File: src/rtl/ctb_pkg.sv
package ctb_pkg;
  localparam int CFG_W       = 32;
  localparam int SRC_BIT     = 8;
  localparam int STEP_BIT    = 9;
  localparam bit SEL_CTRL    = 1'b0;
  localparam bit SEL_PRESC   = 1'b1;
  typedef enum logic {SRC_XTAL = 1'b0, SRC_ALT = 1'b1} src_e;
  typedef enum logic [1:0] {INC_NONE = 2'd0, INC_ONE = 2'd1, INC_TWO = 2'd2} inc_e;
endpackage

File: src/rtl/ctb_cfg_regs.sv
module ctb_cfg_regs
  import ctb_pkg::*;
#(
  parameter int FRAC_W = 32
) (
  input  logic              clk,
  input  logic              rst_n,
  input  logic              wr,
  input  logic              sel,
  input  logic [CFG_W-1:0]  wdata,
  output src_e              src,
  output logic              step_two,
  output logic [FRAC_W-1:0] presc
);
  localparam logic [FRAC_W-1:0] UNITY = FRAC_W'(1) << (FRAC_W - 1);

  logic [FRAC_W-1:0] wr_presc;
  assign wr_presc = FRAC_W'(wdata);

  always_ff @(posedge clk or negedge rst_n) begin
    if (!rst_n) begin
      src      <= SRC_XTAL;
      step_two <= 1'b0;
      presc    <= '0;
    end else if (wr) begin
      if (sel == SEL_CTRL) begin
        src      <= src_e'(wdata[SRC_BIT]);
        step_two <= wdata[STEP_BIT];
      end else begin
        presc <= (wr_presc > UNITY) ? UNITY : wr_presc;
      end
    end
  end
endmodule

File: src/rtl/ctb_frac_accum.sv
module ctb_frac_accum
  import ctb_pkg::*;
#(
  parameter int FRAC_W = 32
) (
  input  logic              clk,
  input  logic              rst_n,
  input  logic              xtal_pulse,
  input  logic              alt_pulse,
  input  src_e              src,
  input  logic [FRAC_W-1:0] presc,
  output logic              fire
);
  localparam int REM_W = FRAC_W - 1;

  logic             in_cycle;
  logic [REM_W-1:0] rem_q;
  logic [FRAC_W-1:0] sum;

  assign in_cycle = (src == SRC_ALT) ? alt_pulse : xtal_pulse;
  assign sum      = {1'b0, rem_q} + presc;
  assign fire     = in_cycle & sum[FRAC_W-1];

  always_ff @(posedge clk or negedge rst_n) begin
    if (!rst_n)        rem_q <= '0;
    else if (in_cycle) rem_q <= sum[REM_W-1:0];
  end
endmodule

File: src/rtl/ctb_counter.sv
module ctb_counter
  import ctb_pkg::*;
#(
  parameter int CNT_W = 64
) (
  input  logic             clk,
  input  logic             rst_n,
  input  logic             fire,
  input  logic             step_two,
  output logic             tick,
  output logic [1:0]       inc,
  output logic [CNT_W-1:0] count
);
  logic [1:0] step;
  assign step = step_two ? INC_TWO : INC_ONE;

  always_ff @(posedge clk or negedge rst_n) begin
    if (!rst_n) begin
      tick  <= 1'b0;
      inc   <= INC_NONE;
      count <= '0;
    end else begin
      tick <= fire;
      inc  <= fire ? step : INC_NONE;
      if (fire) count <= count + CNT_W'(step);
    end
  end
endmodule

File: src/rtl/ctb_timebase.sv
module ctb_timebase
  import ctb_pkg::*;
#(
  parameter int FRAC_W = 32,
  parameter int CNT_W  = 64
) (
  input  logic             clk,
  input  logic             rst_n,
  input  logic             xtal_pulse_i,
  input  logic             alt_pulse_i,
  input  logic             cfg_wr_i,
  input  logic             cfg_sel_i,
  input  logic [31:0]      cfg_wdata_i,
  output logic             tick_o,
  output logic [1:0]       inc_o,
  output logic [CNT_W-1:0] count_o
);
  src_e              src;
  logic              step_two;
  logic [FRAC_W-1:0] presc;
  logic              fire;

  ctb_cfg_regs #(.FRAC_W(FRAC_W)) u_regs (
    .clk(clk), .rst_n(rst_n), .wr(cfg_wr_i), .sel(cfg_sel_i),
    .wdata(cfg_wdata_i), .src(src), .step_two(step_two), .presc(presc)
  );

  ctb_frac_accum #(.FRAC_W(FRAC_W)) u_accum (
    .clk(clk), .rst_n(rst_n), .xtal_pulse(xtal_pulse_i), .alt_pulse(alt_pulse_i),
    .src(src), .presc(presc), .fire(fire)
  );

  ctb_counter #(.CNT_W(CNT_W)) u_cnt (
    .clk(clk), .rst_n(rst_n), .fire(fire), .step_two(step_two),
    .tick(tick_o), .inc(inc_o), .count(count_o)
  );
endmodule

File: config.mk
export PLATFORM = sky130hd
export DESIGN_NAME = ctb_timebase
export DESIGN_NICKNAME = d
export VERILOG_FILES = /design/src/rtl/ctb_pkg.sv /design/src/rtl/ctb_cfg_regs.sv /design/src/rtl/ctb_frac_accum.sv /design/src/rtl/ctb_counter.sv /design/src/rtl/ctb_timebase.sv
export SDC_FILE = /design/constraint.sdc
export NUM_CORES = 1
export LEC_CHECK = 0
export ABC_AREA = 1
export BUFFER_PORTS_ARGS = -buffer_cell sky130_fd_sc_hd__buf_2
export CAP_MARGIN = 20
export CORE_ASPECT_RATIO = 0.5
export CORE_MARGIN = 1.5
export CORE_UTILIZATION = 60
export DETAILED_ROUTE_END_ITERATION = 10
export HOLD_SLACK_MARGIN = 0.15
export PLACE_DENSITY = 0.79
export SYNTH_ARGS = -nofsm -noshare
export SYNTH_HDL_FRONTEND = slang
export SYNTH_SLANG_ARGS = --single-unit
File: constraint.sdc
create_clock -name clk -period 3.77 [get_ports clk]
set_clock_uncertainty 0.2 [all_clocks]
set_input_delay 0.1885 -clock clk [delete_from_list [all_inputs] [get_ports clk]]
set_output_delay 0.1885 -clock clk [all_outputs]
set_load 0.01 [all_outputs]
==> parameters.txt <==
Parameter                              Value

Detailed routing
  Drt initial violations    1044
  Via count normalized by instance count    5.70
  DRC violation count after routing    0
  Total met2 wirelength after detailed routing    13800 um
  Wire length on met1    12600 um
  Count of vias placed by the detailed router    10323
  Avg WL per Cell    16.5 um
  Routed Antenna Nets    0
  Met3 wire length    2610 um
  Total wire length after detailed routing    29900 um
  TritonRoute pass-1 iters    7
  Top metal layer carrying routed signals    met4

Synth
  Number of flops mapped to enable cells by yosys    0
  Net count after synthesis    1495
  Post-synthesis sequential element count    132
  Share of the yosys chip area belonging to registers    35.4%
  Gate Count Post-Synth    1422
  Most used standard cells in the synthesized netlist    nand2_1, nand3_1, nor2_1, inv_1, dfrtp_1
  FFs w/ async S/R, synth    100%
  Cell with the most instances after synthesis    nand2_1
  Share of the synthesized area in the top cell type    35.4%
  Largest area contributor in the netlist    dfrtp_1
  Average cell area after synthesis    6.56 um^2
  Synth warn    0
  Dominant synthesized flop cell    dfrtp_1
  Number of different library cells in the post-synthesis netlist    37
  Post-synth design cell area    0.00933 mm^2
  Most area-consuming cells after synthesis    dfrtp_1, nand2_1, nand3_1

Die
  Placeable core area    0.0148 mm^2
  Die width    179 um
  Die area    0.0164 mm^2
  Effective utilization at floorplan    63.0%
  Row count    31
  I/O pins    105
  Die extent in y    91.2 um

Timing
  Sum of negative setup slack    0 ps
  Setup repair after global routing missed its margin    false
  Final Max Slew Viols    0
  Clock period minus worst slack    3500 ps
  Highest Clock Rate    0.285 GHz
  Slew at the pin closest to its max-slew limit    849 ps
  Worst hold margin    156 ps
  Final clock period utilization by the worst path    92.9%
  Final setup viols    0
  Slew HR    42.8%
  Hold Vio Cnt, Final    0

CTS
  Number of H-tree branching levels    4
  Clk_lat worst skew    430 ps
  Post-CTS Repair Setup Buffers    0
  Number of clock sinks    132
  TritonCTS clock tree    built
  Root Buffer    clkbuf_16
  TritonCTS buffer count    17
  Clock buffer depth    2
  Clock input transition at the sequential cells of the worst setup and hold paths    60 ps

Placed design
  Placed instance count    1697
  Half-perimeter wire length of the detailed placement result    20000 um
  Cell Area, Placed    0.00998 mm^2
  Routability congestion estimate from global placement    1.06
  Number of input and output port buffers inserted    104

Setup path
  Worst-path cell chain    dlygate4sd3_1 -> buf_2 -> nor4_2 -> nand4_1 -> o21ai_4 -> nand3_1 -> dlygate4sd3_1 -> nand2_1 -> dlygate4sd3_1
  Most frequent cell on the critical path    dlygate4sd3_1
  Library cell contributing the largest single delay on the critical path    dlygate4sd3_1
  Stage delay of the slowest cell on the critical path    630 ps
  Max Fanout on Critical Path    16
  Type of destination of the critical path    register
  Worst Path Required    3940 ps
  Reg-to-Reg Start    u_accum.rem_q[27]
  Worst EP arrival    3670 ps
  Startpoint class of the critical path    input port
  Worst setup path startpoint    cfg_wdata_i[16]
  Family with the most delay on the worst path    buffers and inverters
  Crit path kind    in2reg
  Critical path buffer and inverter count    4

Finish
  Area added between synthesis and finish    22.6%
  Final Non-Filler Cells    1810
  Diodes inserted    0
  Total of fill cells in the finished design    1154
  Fin nets    1672
  Design Area, Final    0.0114 mm^2
  Share of post-route cells with drive strength above 1    9.80%

Status
  Run status    finished, final reports clean

Global route
  Overall track demand over capacity in global routing    37.7%
  Number of antenna violations at the first check in global routing    0
  Vias in the first global route    9987
  Pin count of the biggest net entering global routing    111
  Wire length of the first global-routing pass    48500 um
  Residual overflow from global routing    0

Pwr
  Maximum vdd drop    383 uV
  Overall power of the completed layout    5620 uW
  Static power due to leakage    0.00586 uW
  P per Cell Area    491 mW/mm^2

Flow run
  # Max-Cap Violations    0

Worst hold path
  Startpoint of the lowest-slack hold path    cfg_sel_i
  Path category of the worst min-delay check    in2reg
placed cells by master, fill, tap and decap left out, drive strengths merged, types with 14 or more instances in the layout:
| master | netlist | final |
|---|---|---|
| nand2 | 543 | 543 |
| nand3 | 174 | 174 |
| nor2 | 161 | 161 |
| inv | 135 | 135 |
| dfrtp | 132 | 132 |
| buf | 22 | 115 |
| dlygate4sd3 | 0 | 79 |
| a21oi | 37 | 37 |
| o21ai | 35 | 35 |
| ha | 33 | 33 |
| xnor2 | 29 | 29 |
| nor3 | 28 | 28 |
| xor2 | 25 | 25 |
| clkbuf | 14 | 24 |
| nand4 | 14 | 14 |
sequential cells by signal (all words and copies together), names as in the netlist:
signal,count
u_regs.presc,32
u_cnt.count,64
u_cnt.inc,2
u_regs.step_two,1
u_accum.rem_q,31
u_cnt.tick,1
u_regs.src,1
stage by stage:
step	setup slack [ps]	utilization, %
6_report	266	77.2
5_1_grt	199	77.2
4_1_cts	231	76.7
3_5_place_dp	814	67.4
3_3_place_gp	921	67.4
2_1_floorplan	1140	-
where the power goes:
| part | switching [uW] | total, uW | leakage (uW) | internal, uW |
|---|---|---|---|---|
| logic | 1320 | 2050 | 0.00382 | 732 |
| registers | 170 | 1820 | 0.00175 | 1650 |
| clock network | 660 | 1750 | 0.000290 | 1090 |
| total | 2150 | 5620 | 0.00586 | 3470 |
kinds of logic after synthesis:
kind of cell	after synthesis	share of synthesized area (%)
compound gates	86	5.02
buf+inv	172	7.58
flops	132	35.4
xor+xnor	54	5.07
fa+ha+maj	35	4.85
simple gates	943	42.1
layout make-up:
class	instances	area, um^2	area share [%]
clock buffers	24	482	4.21
clock inverters	8	124	1.08
inverters	136	510	4.46
multi-input cells	1118	5340	46.7
flip-flops and latches	132	3300	28.9
well taps	198	248	2.17
repair buffers	194	1430	12.5
what timing repair did:
item                                   4_1_cts  5_1_grt
setup endpoints to repair                    0       13
endpoints found under the hold margin      143       14
gates resized for setup                      0        2
hold buffers                                78        1
tightest hold or removal path, stage by stage:
cell     delay [ps]
buf_2            90
nand2_1          40
buf_4           250
nand2_1         100
nand2_1          60
per-layer routing:
layer | GRT usage (%) | vias up
met5 | 0 | -
met4 | 14.1 | 0
met3 | 10.6 | 100
met2 | 60.6 | 572
li1 | - | 4883
met1 | 48.2 | 4768
final timing paths:
| check | depth (start not counted) | to | slack (ps) |
|---|---|---|---|
| min in group asynchronous | 3 | u_cnt.count[33] | 490 |
| worst min-delay path | 5 | u_regs.presc[23] | 160 |
| max in group asynchronous | 5 | u_accum.rem_q[0] | 1810 |
| worst max register to register | 12 | u_cnt.count[34] | 650 |
| worst max-delay path | 9 | u_regs.presc[17] | 270 |
| worst min register to register | 1 | u_cnt.inc[0] | 270 |
Note: power is estimated with default switching activity, not from simulation.
